**config.mk**
```make
export PLATFORM = sky130hd
export DESIGN_NAME = burst_addr_gen
export DESIGN_NICKNAME = d
export VERILOG_FILES = /design/src/rtl/burst_pkg.sv /design/src/rtl/burst_step.sv /design/src/rtl/burst_mask_reg.sv /design/src/rtl/burst_counter.sv /design/src/rtl/burst_addr_gen.sv
export SDC_FILE = /design/constraint.sdc
export NUM_CORES = 1
export LEC_CHECK = 0
export BUFFER_PORTS_ARGS = -buffer_cell sky130_fd_sc_hd__buf_2
export CORE_ASPECT_RATIO = 0.9
export CORE_MARGIN = 4
export CORE_UTILIZATION = 40
export DETAILED_ROUTE_END_ITERATION = 12
export PLACE_DENSITY = 0.62
export SLEW_MARGIN = 20
export SYNTH_ARGS = -nofsm -noshare
export SYNTH_HDL_FRONTEND = slang
export SYNTH_SLANG_ARGS = --single-unit
```
**constraint.sdc**
```tcl
create_clock -name clk -period 2.25 [get_ports clk]
set_clock_uncertainty 0.1 [all_clocks]
set_input_delay 0.45 -clock clk [delete_from_list [all_inputs] [get_ports clk]]
set_output_delay 0.45 -clock clk [all_outputs]
set_load 0.05 [all_outputs]
```
**src/rtl/burst_pkg.sv**
```systemverilog
package burst_pkg;
  typedef enum logic [2:0] {
    OP_HOLD  = 3'd0,
    OP_LOAD  = 3'd1,
    OP_INC   = 3'd2,
    OP_CRST  = 3'd3,
    OP_MLOAD = 3'd4,
    OP_MRST  = 3'd5,
    OP_RSV6  = 3'd6,
    OP_RSV7  = 3'd7
  } op_e;
endpackage

```
**src/rtl/burst_step.sv**
```systemverilog
// Combinational next-address logic for a masked increment.
module burst_step #(
  parameter int WIDTH = 15
) (
  input  logic [WIDTH-1:0] cnt,
  input  logic [WIDTH-1:0] mask,
  output logic [WIDTH-1:0] inc_val,
  output logic             at_end
);
  localparam logic [WIDTH-1:0] ONE = WIDTH'(1);

  logic [WIDTH-1:0] filled;
  logic [WIDTH-1:0] summed;

  // Frozen bits are forced to 1 so the carry ripples through them.
  always_comb begin
    filled  = cnt | ~mask;
    summed  = filled + ONE;
    inc_val = (summed & mask) | (cnt & ~mask);
    at_end  = ((cnt & mask) == mask);
  end
endmodule

```
**src/rtl/burst_mask_reg.sv**
```systemverilog
module burst_mask_reg
  import burst_pkg::*;
#(
  parameter int WIDTH = 15
) (
  input  logic             clk,
  input  logic             rst,
  input  op_e              op,
  input  logic [WIDTH-1:0] din,
  output logic [WIDTH-1:0] mask_q
);
  always_ff @(posedge clk) begin
    if (rst) begin
      mask_q <= '1;
    end else begin
      case (op)
        OP_MLOAD: mask_q <= din;
        OP_MRST:  mask_q <= '1;
        default:  mask_q <= mask_q;
      endcase
    end
  end


  mask_reset_chk: assert property (@(posedge clk) disable iff (rst)
    (op == OP_MRST) |=> (mask_q == {WIDTH{1'b1}}));


  mask_load_chk: assert property (@(posedge clk) disable iff (rst)
    (op == OP_MLOAD) |=> (mask_q == $past(din)));


  mask_hold_chk: assert property (@(posedge clk) disable iff (rst)
    (op != OP_MLOAD && op != OP_MRST) |=> $stable(mask_q));
endmodule

```
**src/rtl/burst_counter.sv**
```systemverilog
module burst_counter
  import burst_pkg::*;
#(
  parameter int WIDTH = 15
) (
  input  logic             clk,
  input  logic             rst,
  input  op_e              op,
  input  logic [WIDTH-1:0] din,
  input  logic [WIDTH-1:0] mask_i,
  output logic [WIDTH-1:0] cnt_q,
  output logic             int_n_q
);
  logic [WIDTH-1:0] mir_q;
  logic [WIDTH-1:0] inc_val;
  logic             at_end;

  burst_step #(.WIDTH(WIDTH)) u_step (
    .cnt     (cnt_q),
    .mask    (mask_i),
    .inc_val (inc_val),
    .at_end  (at_end)
  );

  always_ff @(posedge clk) begin
    if (rst) begin
      cnt_q   <= '0;
      mir_q   <= '0;
      int_n_q <= 1'b1;
    end else begin
      int_n_q <= 1'b1;
      case (op)
        OP_LOAD: begin
          cnt_q <= din;
          mir_q <= din;
        end
        OP_INC: begin
          if (at_end) begin
            cnt_q   <= mir_q;
            int_n_q <= 1'b0;
          end else begin
            cnt_q <= inc_val;
          end
        end
        OP_CRST: begin
          cnt_q <= cnt_q & ~mask_i;
          mir_q <= cnt_q & ~mask_i;
        end
        default: begin
          cnt_q <= cnt_q;
          mir_q <= mir_q;
        end
      endcase
    end
  end


  cnt_hold_chk: assert property (@(posedge clk) disable iff (rst)
    (op != OP_LOAD && op != OP_INC && op != OP_CRST) |=> $stable(cnt_q));


  mirror_hold_chk: assert property (@(posedge clk) disable iff (rst)
    (op != OP_LOAD && op != OP_CRST) |=> $stable(mir_q));


  int_source_chk: assert property (@(posedge clk) disable iff (rst)
    !int_n_q |-> ($past(op) == OP_INC));


  reload_chk: assert property (@(posedge clk) disable iff (rst)
    !int_n_q |-> (cnt_q == mir_q));


  frozen_bits_chk: assert property (@(posedge clk) disable iff (rst)
    (op == OP_INC) |=> (!int_n_q || ((cnt_q & ~mask_i) == ($past(cnt_q) & ~mask_i))));


  crst_clear_chk: assert property (@(posedge clk) disable iff (rst)
    (op == OP_CRST) |=> (((cnt_q & mask_i) == '0) && (cnt_q == mir_q)));
endmodule

```
**src/rtl/burst_addr_gen.sv**
```systemverilog
module burst_addr_gen
  import burst_pkg::*;
#(
  parameter int WIDTH = 15
) (
  input  logic             clk,
  input  logic             rst,
  input  logic [2:0]       op,
  input  logic [WIDTH-1:0] din,
  output logic [WIDTH-1:0] addr,
  output logic [WIDTH-1:0] mask,
  output logic             cnt_int_n
);
  op_e op_sel;
  assign op_sel = op_e'(op);

  burst_mask_reg #(.WIDTH(WIDTH)) u_mask (
    .clk    (clk),
    .rst    (rst),
    .op     (op_sel),
    .din    (din),
    .mask_q (mask)
  );

  burst_counter #(.WIDTH(WIDTH)) u_cnt (
    .clk     (clk),
    .rst     (rst),
    .op      (op_sel),
    .din     (din),
    .mask_i  (mask),
    .cnt_q   (addr),
    .int_n_q (cnt_int_n)
  );


  reset_state_chk: assert property (@(posedge clk)
    $past(rst) |-> (addr == '0 && mask == {WIDTH{1'b1}} && cnt_int_n));
endmodule

```
==> metrics.md, run 1 <==
| Metric | Value |
|---|---|
| Status | finished, final reports clean |
| Final worst slack | 144.3 ps |
| Slew headroom | 0.7268 |
| Clock transition at path regs | 90 ps |
| Number of flops mapped to enable cells by yosys | 0 |
| CTS resizes | 0 |
| Startpoint types | flip-flop |
| Max Fanout on Critical Path | 11 |
| CORE AREA | 6726 um2 |
| Sequential area share after synthesis | 0.3242 |
| Antenna diodes | 0 |
| Multi-input logic area | 1767 um2 |
| Cts bufs inserted | 5 |
| GPL Wtd Cong | 0.9336 |
| Initial DRC Count | 163 |
| I/O pins | 51 |
| Vias per Instance | 5.646 |
| Post-Synthesis Cells | 367 |
| Final setup TNS | 0 ps |
| Buffers & Inverters on Critical Path | 0 |
| Post-detailed-route wirelength per cell | 17.02 um |
| Syn nets | 391 |
| Post-synthesis async set-or-reset flop share | 0 |
| Yosys warning count | 0 |
| Final #Nets | 453 |
| CTS Hold Bufs | 0 |
| Peak per-stage delay on the critical path | 440 ps |
| CP arrival | 2240 ps |
| Area leader, netlist | dfxtp_1 |
| Total global routing overflow | 0 |
| Count of cell types in the netlist | 51 |
| RSZ-0062 raised after global routing | false |
| Fmax achieved | 0.4749 GHz |
| Number of max-cap violations | 0 |
| Area grow syn2layout | 21.72% |
| Post-synth top flop | dfxtp_1 |
| Pwr dens | 572.7 nW/um2 |
| Setup Buffers After CTS | 0 |
| Setup-failing EPs final | 0 |
| Antenna viol nets, final | 0 |
| CTS tree | yes |
| Htree depth | 2 |
| CTS Root Cell | clkbuf_8 |
| Pre-Repair DR Iteration Count | 4 |
| Die H | 87.94 um |
| Synth Register Bits | 46 |
| Share of cells above drive strength 1 | 0.2581 |
| Hold Path Class | input pin to flip-flop |
| Worst skew pair latency | 300 ps |
| First-pass GRT wire length | 14540 um |
| Initial core utilization | 0.4222 |
| Tot GR Track Use | 0.2120 |
| Post-detail-place hpwl | 6471 um |
| Longest Clk Path Bufs | 2 |
| Largest cells by area after synthesis | dfxtp_1 32%, nor2_1 8.2%, o21ai_0 5.6%, nor2b_1 4.4%, nor3_1 3.2% |
| Syn Area/Cell | 7.739 um2 |
| Synth top area share | 0.3242 |
| Post-Syn Area | 2840 um2 |
| Worst vdd ir | 283.9 uV |
| Slew @ Worst Pin | 409.8 ps |
| # fillers | 697 |
| Num rows | 28 |
| Slowest-stage cell, CP | a2111oi_4 |
| Crit path cell chain | and2b_4 > a2111oi_4 > nand4_4 > or2_4 > a221o_1 > a21oi_1 |
| Pins Over Slew Limit | 0 |
| Critical path's top delay family | compound AO/OA/AOI/OAI gates |
| Sequential Area | 934.6 um2 |
| Vias in the first global route | 2817 |
| Die width | 96.82 um |
| Routed WL | 8851 um |
| Post-place setup slack | 179.6 ps |
| Post-route DRC | 0 |
| Final hold vios | 0 |
| I/O Buffers | 50 |
| Fin crit period | 2106 ps |
| Antenna violations before repair | 0 |
| Num Clock Sinks | 46 |
| Required time of the worst setup path | 2380 ps |
| Die area | 8514 um2 |
| Tcrit/Tclk final | 0.9359 |
| CP endpoint kind | flip-flop |
| Largest net degree at the start of global routing | 30 |
| Worst Setup Path Type | flip-flop to flip-flop |
| Leakage | 1.345 nW |
| Via count | 2936 |
==> cell usage after synthesis (2+ instances only) <==
cell	count
a211oi_1	7
a21oi_1	16
a311oi_1	9
and2b_2	4
buf_1	2
clkbuf_1	20
dfxtp_1	46
ha_1	4
inv_1	14
mux2i_1	6
nand2_1	13
nand2b_1	12
nand3_1	4
nand3b_1	9
nand4_1	7
nand4b_1	3
nor2_1	62
nor2b_1	20
nor2b_4	2
nor3_1	18
o211ai_1	5
o21ai_0	32
o21bai_1	4
o221ai_1	2
o22ai_1	5
o32ai_1	7
xnor2_1	9
xor2_1	2
==> kinds of logic (layout without fill, tap and decap cells) <==
kind of cell | after synthesis | count (layout) | share of synthesized area
buffers and inverters | 39 | 102 | 0.05462
AOI/OAI and AO/OA | 99 | 99 | 0.2423
muxes | 6 | 6 | 0.02115
xor gates and xnor gates | 11 | 11 | 0.03392
adders and majority gates | 4 | 4 | 0.01762
DFF | 46 | 46 | 0.3242
and+or+nand+nor | 162 | 162 | 0.3062
==> registers in the layout, summed over array words and instances (netlist names) <==
| name | cells |
|---|---|
| u_cnt.cnt_q | 15 |
| u_cnt.int_n_q | 1 |
| u_mask.mask_q | 15 |
| u_cnt.mir_q | 15 |
==> power breakdown <==
| group | switching (mW) | internal [mW] |
|---|---|---|
| clock network | 0.290 | 0.333 |
| logic | 0.291 | 0.160 |
| registers | 0.0468 | 0.858 |
==> cell type report <==
class                      count  share of cell area
inverter                      15             0.01629
clock buffer                   7             0.02208
tap                           90             0.03257
timing repair buffer          79              0.1390
clock inverter                 1            0.008686
sequential                    46              0.2704
multi-input combinational    282              0.5110
==> cells in the final DEF, fill, tap and decap left out, drive strengths merged, types with 2 or more instances in the layout <==
cell    instances
clkbuf          7
nand4b          3
o32ai           7
a311oi          9
nand2b         12
nand3b          9
nand2          13
inv            15
or2             2
o21ai          32
xnor2           9
o21bai          4
nor2b          22
xor2            2
nor3           18
a21oi          16
a211oi          8
nand3           4
mux2i           6
o211ai          5
o221ai          2
ha              4
nand4           8
and2b           5
buf            79
nor2           62
o22ai           6
dfxtp          46
==> tightest hold or removal path, cell delays in order <==
cell and delay, ps:
buf_2 90, nor3_1 40, o21ai_0 120
==> layer usage <==
metal  global-route usage  wire length (um)  up-vias  part of all wire
li1                     -                 -     1436                 -
met5                    0                 0        -                 0
met4              0.05230               109        0             0.012
met3              0.03662               501       10             0.057
met2               0.3546              4045       89              0.46
met1               0.2874              4194     1401              0.47
==> final timing paths <==
| path | endpoint | startpoint | slack, ps | cells after the start |
|---|---|---|---|---|
| worst max-delay path | u_cnt.cnt_q[9]$_SDFFE_PP0P_ | u_cnt.cnt_q[4]$_SDFFE_PP0P_ | 140 | 6 |
| worst min-delay path | u_mask.mask_q[2]$_SDFFE_PP1P_ | din[2] | 320 | 3 |
| worst max register to register | u_cnt.cnt_q[9]$_SDFFE_PP0P_ | u_cnt.cnt_q[4]$_SDFFE_PP0P_ | 140 | 6 |
| worst min register to register | u_cnt.mir_q[1]$_SDFFE_PP0P_ | u_cnt.mir_q[1]$_SDFFE_PP0P_ | 410 | 2 |
==> metrics by stage <==
| step | cells | power [mW] | cell area [um2] | util | hold slack [ps] |
|---|---|---|---|---|---|
| 2_1_floorplan | 367 | 1.225 | 2854 | - | 369.5 |
| 3_3_place_gp | 512 | 1.368 | 3351 | 0.4981 | 391.1 |
| 3_5_place_dp | 512 | 1.375 | 3351 | 0.4981 | 397.2 |
| 4_1_cts | 520 | 1.997 | 3457 | 0.5140 | 321.9 |
| 5_1_grt | 520 | 2.073 | 3457 | 0.5140 | 326.0 |
| 6_report | 520 | 1.980 | 3457 | 0.5140 | 323.1 |
Note: power is estimated with default switching activity, not from simulation.
==> inputs of run 2 (changes only) <==
==> constraint.sdc (replaced) <==
create_clock -name clk -period 2.25 [get_ports clk]
set_clock_uncertainty 0.1 [all_clocks]
set_input_delay 0.45 -clock clk [delete_from_list [all_inputs] [get_ports clk]]
set_output_delay 0.45 -clock clk [all_outputs]
set_load 0.1 [all_outputs]
==> metrics.md, run 2 (synthesis gave the netlist of run 1 again) <==
| Metric | Value |
|---|---|
| Post-route DRC | 0 |
| Worst Setup Path Type | flip-flop to flip-flop |
| Cts bufs inserted | 5 |
| Pre-Repair DR Iteration Count | 4 |
| Leakage | 1.336 nW |
| GPL Wtd Cong | 0.9480 |
| Pins Over Slew Limit | 0 |
| Setup-failing EPs final | 0 |
| Status | finished, final reports clean |
| Multi-input logic area | 1767 um2 |
| Sequential Area | 977.2 um2 |
| Vias in the first global route | 2878 |
| Crit path cell chain | and2b_2 > a211oi_4 > nand4_4 > or2_4 > a221o_1 > a21oi_1 |
| Final #Nets | 451 |
| CTS Root Cell | clkbuf_8 |
| Non-Filler Instances | 518 |
| Net Sw Frac | 0.3672 |
| CTS Hold Bufs | 0 |
| Hold Path Class | input pin to flip-flop |
| CTS resizes | 0 |
| I/O Buffers | 50 |
| Max Fanout on Critical Path | 11 |
| Commonest non-fill, non-tap cell in the layout | nor2_1 |
| Post-detail-place hpwl | 6426 um |
| CP arrival | 2220 ps |
| CTS tree | yes |
| Tot GR Track Use | 0.2166 |
| Largest registers | u_cnt.cnt_q x15, u_cnt.mir_q x15, u_mask.mask_q x15 |
| Switching pwr | 733.7 uW |
| Clock power share | 0.272 |
| Fmax achieved | 0.4809 GHz |
| Most frequent cells in the layout | 62 x nor2_1, 50 x buf_2, 32 x o21ai_0 |
| Antenna viol nets, final | 0 |
| Die area | 8514 um2 |
| Pwr dens | 575.8 nW/um2 |
| Startpoint types | flip-flop |
| CORE AREA | 6726 um2 |
| Critical path's top delay family | compound AO/OA/AOI/OAI gates |
| Layout Utilization | 0.5158 |
| Peak per-stage delay on the critical path | 380 ps |
| Num Clock Sinks | 46 |
| Die width | 96.82 um |
| Die H | 87.94 um |
| Via count | 2892 |
| Vias per Instance | 5.583 |
| Slowest-stage cell, CP | dfxtp_4 |
| Initial core utilization | 0.4222 |
| Share of cells above drive strength 1 | 0.2991 |
| Antenna violations before repair | 0 |
| Longest Clk Path Bufs | 2 |
| Final hold vios | 0 |
| Required time of the worst setup path | 2390 ps |
| Power Internal | 1.264 mW |
| Post-detailed-route wirelength per cell | 17.36 um |
| Slew headroom | 0.6730 |
| # fillers | 692 |
| Reg power frac | 0.453 |
| Setup Buffers After CTS | 0 |
| Routed WL | 8995 um |
| Tcrit/Tclk final | 0.9243 |
| Number of max-cap violations | 0 |
| Worst skew pair latency | 310 ps |
| Fin crit period | 2080 ps |
| Antenna diodes | 0 |
| Num rows | 28 |
| Largest net degree at the start of global routing | 33 |
| CP endpoint kind | flip-flop |
| Area grow syn2layout | 22.16% |
| Htree depth | 2 |
| Buffers & Inverters on Critical Path | 0 |
| Slew @ Worst Pin | 494.0 ps |
| First-pass GRT wire length | 14830 um |
| Worst vdd ir | 326.6 uV |
| RSZ-0062 raised after global routing | false |
| Initial DRC Count | 219 |
| Clock transition at path regs | 90 ps |
| Logic pwr share | 0.274 |
| Dpl cells | 510 |
| Total global routing overflow | 0 |
| I/O pins | 51 |
run 2: changes by cell type in the layout (fill, tap and decap cells not counted), sizes merged:
cell | before | now
buf | 79 | 77
clkinv | 0 | 1
bufinv | 1 | 0
run 2: power groups by stage:
stage	combinational (mW)	sequential, mW	clock (mW)
6_report	0.548	0.906	0.544
3_3_place_gp	0.542	0.922	0
2_1_floorplan	0.218	1.11	0
3_5_place_dp	0.546	0.923	0
5_1_grt	0.588	0.913	0.590
4_1_cts	0.548	0.905	0.553
run 2: stage by stage:
stage	power, mW	area, um2	TNS (ps)	setup WS [ps]	hold WS (ps)
floorplan	1.324	2897	-12.86	-12.86	358.6
global placement	1.465	3378	0	236.7	386.4
detailed placement	1.470	3378	0	216.6	384.2
CTS	2.007	3470	0	182.5	317.7
global route	2.091	3470	0	72.43	321.7
finish	1.998	3470	0	170.4	322.2
run 2: area by class of cell:
| type | count | area share |
|---|---|---|
| inverter | 15 | 0.01623 |
| multi-input combinational | 282 | 0.5092 |
| clock buffer | 7 | 0.02488 |
| timing repair buffer | 77 | 0.1342 |
| sequential | 46 | 0.2816 |
| clock inverter | 1 | 0.001442 |
| tap | 90 | 0.03246 |
run 2: worst reg2reg max path: cells and delay by family (launching register included):
family	cells	cell delay, ps
simple gates	3	700
compound gates	3	830
flops	1	380
run 2: routing by layer:
layer	up-vias	GRT usage	part of all wire
met5	-	0	0
met2	89	0.3609	0.46
li1	1427	-	-
met3	11	0.04061	0.060
met1	1365	0.2936	0.47
met4	0	0.05102	0.010
run 2: final timing paths:
path | start | endpoint | slack (ps) | cells past startpoint
setup / recovery | u_cnt.cnt_q[6]$_SDFFE_PP0P_ | u_cnt.cnt_q[9]$_SDFFE_PP0P_ | 170 | 6
hold / removal | din[0] | u_mask.mask_q[0]$_SDFFE_PP1P_ | 320 | 3
setup reg to reg | u_cnt.cnt_q[6]$_SDFFE_PP0P_ | u_cnt.cnt_q[9]$_SDFFE_PP0P_ | 170 | 6
hold reg to reg | u_cnt.mir_q[8]$_SDFFE_PP0P_ | u_cnt.cnt_q[8]$_SDFFE_PP0P_ | 400 | 2
==> inputs of run 3 (changes only) <==
--- a/config.mk
+++ b/config.mk
@@ -5,12 +5,12 @@
 export SDC_FILE = /design/constraint.sdc
 export NUM_CORES = 1
 export LEC_CHECK = 0
-export BUFFER_PORTS_ARGS = -buffer_cell sky130_fd_sc_hd__buf_2
 export CORE_ASPECT_RATIO = 0.9
 export CORE_MARGIN = 4
 export CORE_UTILIZATION = 40
 export DETAILED_ROUTE_END_ITERATION = 12
-export PLACE_DENSITY = 0.62
+export DONT_BUFFER_PORTS = 1
+export PLACE_DENSITY = 0.56
 export SLEW_MARGIN = 20
 export SYNTH_ARGS = -nofsm -noshare
 export SYNTH_HDL_FRONTEND = slang
==> metrics.md, run 3 (synthesis gave the netlist of run 1 again) <==
| Metric | Value |
|---|---|
| Status | finished, final reports clean |
| Placed cell areas | 3258 um2 |
| Initial DRC Count | 122 |
| CTS Hold Bufs | 0 |
| Area grow syn2layout | 17.53% |
| First-pass GRT wire length | 14770 um |
| Num Clock Sinks | 46 |
| Required time of the worst setup path | 2390 ps |
| Commonest non-fill, non-tap cell in the layout | nor2_1 |
| Most frequent cells in the layout | 62 x nor2_1, 46 x buf_4, 32 x o21ai_0 |
| Share of cells above drive strength 1 | 0.2393 |
| GPL Wtd Cong | 0.8117 |
| Worst Setup Path Type | flip-flop to flip-flop |
| Cts bufs inserted | 5 |
| CTS tree | yes |
| Initial core utilization | 0.4222 |
| Via count | 2793 |
| Setup-failing EPs final | 0 |
| Largest registers | u_cnt.cnt_q x15, u_cnt.mir_q x15, u_mask.mask_q x15 |
| Worst reg-to-reg path cell count | 6 |
| Slowest-stage cell, CP | a2111oi_4 |
| Htree depth | 2 |
| Max Fanout on Critical Path | 11 |
| Num rows | 28 |
| CP arrival | 2240 ps |
| WP depth | 6 |
| # fillers | 713 |
| WHS | 106.8 ps |
| I/O Buffers | 0 |
| Die area | 8514 um2 |
| Startpoint types | flip-flop |
| I/O pins | 51 |
| Total global routing overflow | 0 |
| Die width | 96.82 um |
| Antenna violations before repair | 0 |
| CP endpoint kind | flip-flop |
| Tot GR Track Use | 0.2186 |
| RSZ-0062 raised after global routing | false |
| Longest Clk Path Bufs | 2 |
| Final #Nets | 420 |
| Worst vdd ir | 304.0 uV |
| Critical path's top delay family | compound AO/OA/AOI/OAI gates |
| Buffers & Inverters on Critical Path | 0 |
| Vias in the first global route | 2718 |
| Slew @ Worst Pin | 862.2 ps |
| Setup Buffers After CTS | 0 |
| Fin crit period | 2102 ps |
| Number of max-cap violations | 0 |
| Die H | 87.94 um |
| Slew headroom | 0.4252 |
| Antenna diodes | 0 |
| CORE AREA | 6726 um2 |
| Peak per-stage delay on the critical path | 520 ps |
| Final Cell Area | 3338 um2 |
| CTS Root Cell | clkbuf_8 |
| Leakage | 1.224 nW |
| Vias per Instance | 5.735 |
| Tcrit/Tclk final | 0.9343 |
| Hold path cells | 1 |
| Pwr dens | 569.4 nW/um2 |
| Antenna viol nets, final | 0 |
| Crit path cell chain | nor2b_4 > a2111oi_4 > nand4_4 > or2_4 > a221o_1 > a21oi_1 |
| Clock transition at path regs | 90 ps |
| Post-route DRC | 0 |
| Post-detail-place hpwl | 6301 um |
| Worst skew pair latency | 300 ps |
| Largest net degree at the start of global routing | 42 |
| Pins Over Slew Limit | 0 |
| CTS resizes | 0 |
| Hold Path Class | input pin to flip-flop |
| Final hold vios | 0 |
| Routed WL | 8988 um |
| Overall power | 1.901 mW |
| Post-detailed-route wirelength per cell | 18.46 um |
| Fmax achieved | 0.4757 GHz |
| Pre-Repair DR Iteration Count | 4 |
==> run 3: final timing paths <==
path / slack, ps / start / end
setup reg to reg: 150 / u_mask.mask_q[2]$_SDFFE_PP1P_ / u_cnt.cnt_q[9]$_SDFFE_PP0P_
hold / removal: 110 / rst / u_cnt.mir_q[8]$_SDFFE_PP0P_
hold reg to reg: 400 / u_cnt.mir_q[13]$_SDFFE_PP0P_ / u_cnt.cnt_q[13]$_SDFFE_PP0P_
setup / recovery: 150 / u_mask.mask_q[2]$_SDFFE_PP1P_ / u_cnt.cnt_q[9]$_SDFFE_PP0P_
==> run 3: per-stage QoR <==
step           worst slack [ps]    util  std cells  TNS [ps]
5_1_grt                   75.62  0.4963        487         0
3_5_place_dp              163.2  0.4844        479         0
6_report                  147.8  0.4963        487         0
4_1_cts                   144.7  0.4963        487         0
2_1_floorplan            -12.86       -        367    -12.86
3_3_place_gp              215.6  0.4844        479         0
==> run 3: routing by layer <==
layer  vias to the layer above  share of wire  track usage  routed length, um
li1                       1369              -            -                  -
met2                       107           0.45       0.3603               4034
met1                      1307           0.44       0.2886               3981
met5                         -              0            0                  0
met4                         0          0.010      0.04974                 91
met3                        10          0.098      0.05971                881
==> run 3: area by class of cell <==
| cell class | count | area, um2 | area share |
|---|---|---|---|
| repair buffers | 46 | 345.3 | 0.1034 |
| inverters | 15 | 56.30 | 0.01687 |
| clock buffers | 8 | 80.08 | 0.02399 |
| well taps | 90 | 112.6 | 0.03373 |
| multi-input cells | 282 | 1767 | 0.5292 |
| flip-flops and latches | 46 | 977.2 | 0.2927 |
==> run 3: worst register-to-register path: cells and delay by family, from the launching register on <==
kind	cells	cell delay, ps
AOI/OAI and AO/OA	3	1000
and+or+nand+nor	3	610
DFF	1	350
==> run 3: power by group <==
part / internal [mW] / switching (mW) / total (mW)
Sequential: 0.856 / 0.0246 / 0.881
Combinational: 0.149 / 0.365 / 0.514
Clock: 0.222 / 0.284 / 0.506
Total: 1.23 / 0.674 / 1.90
